### config.mk
export PLATFORM = sky130hd
export DESIGN_NAME = spi_burst_shifter
export DESIGN_NICKNAME = d
export VERILOG_FILES = /design/src/rtl/spi_burst_shifter.sv
export SDC_FILE = /design/constraint.sdc
export NUM_CORES = 1
export LEC_CHECK = 0
export ABC_AREA = 1
export BUFFER_PORTS_ARGS = -buffer_cell sky130_fd_sc_hd__buf_2
export CAP_MARGIN = 20
export CORE_UTILIZATION = 40
export DETAILED_ROUTE_END_ITERATION = 8
export SETUP_SLACK_MARGIN = 0.15
export SLEW_MARGIN = 20
export SYNTH_ARGS = -nofsm -noshare
export SYNTH_HDL_FRONTEND = slang
export SYNTH_SLANG_ARGS = --single-unit
### constraint.sdc
create_clock -name clk -period 1.35 [get_ports clk]
set_clock_uncertainty 0.15 [all_clocks]
set_input_delay 0.135 -clock clk [delete_from_list [all_inputs] [get_ports clk]]
set_output_delay 0.135 -clock clk [all_outputs]
set_load 0.01 [all_outputs]
### src/rtl/spi_burst_shifter.sv
module spi_burst_shifter #(
  parameter int W    = 8,
  parameter int HALF = 2
) (
  input  logic         clk,
  input  logic         rst_n,
  input  logic         wr_strobe,
  input  logic         auto_en,
  input  logic         man_sclk,
  input  logic         fill_bit,
  input  logic [W-1:0] tx_byte,
  input  logic         miso,
  output logic         sclk,
  output logic         mosi,
  output logic [W-1:0] rx_byte,
  output logic         busy,
  output logic         done
);
  localparam int PW = $clog2(HALF) + 1;
  localparam logic [PW-1:0] PH_END = PW'(HALF - 1);

  logic [2:0]    wr_sync;
  logic [W-1:0]  tx_q, rx_q, run_q;
  logic [PW-1:0] ph_q;
  logic          sck_q, man_q, busy_q, done_q;

  wire burst  = run_q[W-1];
  wire load   = wr_sync[1] & ~wr_sync[2] & ~burst & ~busy_q;
  wire tick   = burst & (ph_q == PH_END);
  wire a_rise = tick & ~sck_q;
  wire a_fall = tick & sck_q;
  wire m_rise = ~burst & man_sclk & ~man_q;
  wire m_fall = ~burst & ~man_sclk & man_q;

  always_ff @(posedge clk or negedge rst_n) begin
    if (!rst_n) begin
      wr_sync <= '0;
      man_q   <= 1'b0;
      busy_q  <= 1'b0;
      done_q  <= 1'b0;
    end else begin
      wr_sync <= {wr_sync[1:0], wr_strobe};
      man_q   <= man_sclk;
      busy_q  <= burst;
      done_q  <= busy_q & ~burst;
    end
  end

  always_ff @(posedge clk or negedge rst_n) begin
    if (!rst_n) begin
      run_q <= '0;
      ph_q  <= '0;
      sck_q <= 1'b0;
    end else if (load) begin
      run_q <= auto_en ? '1 : '0;
      ph_q  <= '0;
      sck_q <= 1'b0;
    end else if (burst) begin
      ph_q  <= tick ? '0 : ph_q + 1'b1;
      if (tick) sck_q <= ~sck_q;
      if (a_fall) run_q <= {run_q[W-2:0], 1'b0};
    end
  end

  always_ff @(posedge clk or negedge rst_n) begin
    if (!rst_n) tx_q <= '0;
    else if (load) tx_q <= tx_byte;
    else if (a_fall | m_fall) tx_q <= {tx_q[W-2:0], fill_bit};
  end

  always_ff @(posedge clk or negedge rst_n) begin
    if (!rst_n) rx_q <= '0;
    else if (a_rise | m_rise) rx_q <= {rx_q[W-2:0], miso};
  end

  assign sclk    = burst ? sck_q : man_sclk;
  assign mosi    = tx_q[W-1];
  assign rx_byte = rx_q;
  assign busy    = busy_q;
  assign done    = done_q;
endmodule

==> results.cfg <==
[grt]
antenna_found_initial = 0
first_global_vias = 1114
grt_max_degree = 19
grt_overflow = 0
grt_pass1_wl_mm = 4.954
grt_usage = 0.1631

[sta]
period_minus_slack_ps = 1394
finalSetupViolations = 18
finalCritPeriodShare = 1.033
relSlewSlack = 0.7413
worst_pin_slew_ps = 388.1
fmax_mhz = 717.2
rsz0062_at_grt = yes
drv_slew = 0
final-hold-violation-count = 0
worst_slack_ps = -44.29

[drt]
detail_route.wl_per_cell_um = 12.61
dr.pass1.iters = 4
wirelength_mm = 3.228
num_vias = 1260
drt_iter0_drc = 59
drc = 0
routed_via_density = 4.922
antenna_left = 0

[place]
dpl.hpwl_mm = 2.118
port_buffers = 26
dp_slack_ps = -31.59
dpl-instance-area_um2 = 1754
gp_congestion = 0.7588

[floorplanning]
die_h_um = 63.75
row_count = 22
ioPinCount = 27
initial_core_util = 0.4166
dieArea_um2 = 4064
die_w_um = 63.75
coreArea_um2 = 3661

[layout]
synthToLayoutAreaGrowth_pct = 37.57
postLayoutCellArea_um2 = 2098
seq_area_um2 = 827.0
antennaDiodeCount = 0
multi_input_area_um2 = 808.3
final_nets = 222
drive_gt1_frac = 0.4135
n_fill_cell = 318

[clocking]
cts.sinks = 33
clk_pin_slew_worst_paths_ps = 70
h-tree-depth = 2
cts_root_buffer = clkbuf_8
cts_made_buffers = 5
worstSkewPairLatency_ps = 280
cts_buffer_depth = 2
cts_tree = built

[critical_path]
cp.depth = 7
worstSetupPathType = reg -> reg
crit_family = simple AND/OR/NAND/NOR gates
cp_data_required_time_ps = 1370
reg2reg_to = tx_q[7]
critPathBufInv = 1
timing.critical_path.from = run_q[7]
crit_chain = buf_6 > nor2_8 > nand2_4 > nand2_2 > nand2_1 > nand2_1 > nand2_1
critPathLaunchType = register
crit_arrival_ps = 1420
r2r_slack_ps = -40
reg2regPathDepth = 7
slowest_delay_ps = 400
slowest_stage = dfrtp_1
path_common_cell = nand2_1
crit_path_max_fanout = 6
end_kind = register
critPathCapture = tx_q[7]
r2r_start = run_q[7]

[power_and_ir_drop]
p_int_w = 0.002598
p_switching_w = 0.001821
worst_ir_drop_vdd_v = 0.0009174
p_clk_frac = 0.160
p_per_area_nw_per_um2 = 2106
switching_share = 0.4121
leakage_nw = 1.097
p_seq_frac = 0.380
fin_total_pwr_w = 0.004419
p_comb_frac = 0.460

[synthesis]
ys_types = 19
syn_nets = 174
yosysWarningCount = 0
netlist.top_cell.by_area = dfrtp_1
ys_ff_latch = 33
syn_inst = 159
synth.area.top_cells = dfrtp_1 (54%), nand2_1 (12%), nand3_1 (12%)
synth_top_cell_area_share = 0.5414
yosysSeqAreaShare = 0.5414
synth_area_per_cell_um2 = 9.593
synth_area_um2 = 1525

[flow_run]
maxCapViolCount = 0

[outcome]
outcome = finished, violations left
violations = negative setup slack

[worst_hold_path]
worstHoldPathType = in -> reg
whs_path_depth = 5
-- through the flow --
| step | std cells | hold WS (ps) | setup TNS [ps] | util |
|---|---|---|---|---|
| floorplan | 159 | -310.6 | 0 | - |
| global placement | 237 | -70.14 | 0 | 0.4792 |
| detailed placement | 237 | -70.15 | -184.5 | 0.4792 |
| CTS | 251 | 24.62 | -76.66 | 0.5260 |
| global route | 256 | 37.83 | -1941 | 0.5731 |
| finish | 256 | 21.44 | -373.9 | 0.5731 |
-- state kept, by name, indices dropped and copies added (netlist names) --
| name | cells |
|---|---|
| wr_sync | 3 |
| done | 1 |
| man_q | 1 |
| sck_q | 1 |
| run_q | 8 |
| tx_q | 8 |
| busy | 1 |
| rx_byte | 8 |
| ph_q | 2 |
-- layout make-up --
class	instances	area share
multi-input cells	118	0.3852
repair buffers	43	0.1419
flip-flops and latches	33	0.3942
inverters	6	0.01073
clock buffers	6	0.03459
well taps	48	0.02862
clock inverters	2	0.004770
-- cells in the final DEF (no fill, tap or decap), types with 2 or more instances in the layout --
| cell type | synthesis | final |
|---|---|---|
| buf_6 | 2 | 4 |
| nor2_8 | 3 | 3 |
| nand4_1 | 8 | 8 |
| nand2_4 | 3 | 5 |
| inv_1 | 5 | 4 |
| nand3_2 | 2 | 6 |
| nand2_2 | 3 | 13 |
| dfrtp_1 | 33 | 32 |
| nand2_1 | 49 | 37 |
| dlygate4sd3_1 | 0 | 5 |
| clkinv_2 | 0 | 2 |
| o21ai_2 | 0 | 2 |
| nand3_4 | 0 | 3 |
| buf_4 | 2 | 7 |
| clkbuf_8 | 0 | 5 |
| nand2_8 | 1 | 4 |
| buf_2 | 1 | 26 |
| inv_2 | 1 | 2 |
| o21ai_1 | 1 | 2 |
| nor2_1 | 4 | 4 |
| nand3_1 | 36 | 29 |
-- metal layers --
metal  up-vias  GRT usage  share of wire  routed length, um
li1        639          -              -                  -
met2        18     0.2513           0.49               1582
met4         0    0.06250          0.012                 38
met1       597     0.2039           0.46               1500
met3         6    0.06607          0.033                107
met5         -          0              0                  0
-- how the worst min path moves through the flow --
stage | start | end
5_1_grt | auto_en | run_q[7]
4_1_cts | tx_byte[6] | tx_q[6]
3_5_place_dp | rst_n | wr_sync[2]
3_3_place_gp | rst_n | wr_sync[2]
2_1_floorplan | rst_n | busy
6_report | tx_byte[2] | tx_q[2]
-- power by group through the flow --
stage | Combinational (W) | Sequential (W) | Clock, W
after global placement | 0.00154 | 0.00162 | 0
after CTS | 0.00168 | 0.00162 | 0.000711
after floorplan | 0.00107 | 0.00165 | 0
final | 0.00203 | 0.00168 | 0.000707
after global routing | 0.00225 | 0.00172 | 0.000763
after detailed placement | 0.00158 | 0.00163 | 0
-- cell usage after synthesis (all sizes together) --
| cell | number |
|---|---|
| buf | 5 |
| dfrtp | 33 |
| inv | 6 |
| nand2 | 56 |
| nand3 | 38 |
| nand3b | 1 |
| nand4 | 9 |
| nor2 | 7 |
| o21ai | 4 |
-- repair_timing --
item                                    CTS  global route
hold buffers                              5             0
buffers inserted                          0             3
pin swaps                                 2            15
endpoints found under the hold margin    37             0
gates resized for setup                   7            31
cloned                                    1             2
endpoints found under the setup margin   28            28
-- worst reg2reg max path, stage by stage, from the launching register on --
cell and delay, ps:
dfrtp_1 400, buf_6 140, nor2_8 220, nand2_4 140
nand2_2 80, nand2_1 60, nand2_1 50, nand2_1 50
-- logic make-up after synthesis --
kind of cell	Yosys count	share of synthesized area
buffers and inverters	11	0.04265
AND/OR/NAND/NOR	111	0.4028
flip-flops	33	0.5414
AO/OA/AOI/OAI	4	0.01312
(Power assumes the default switching activity.)
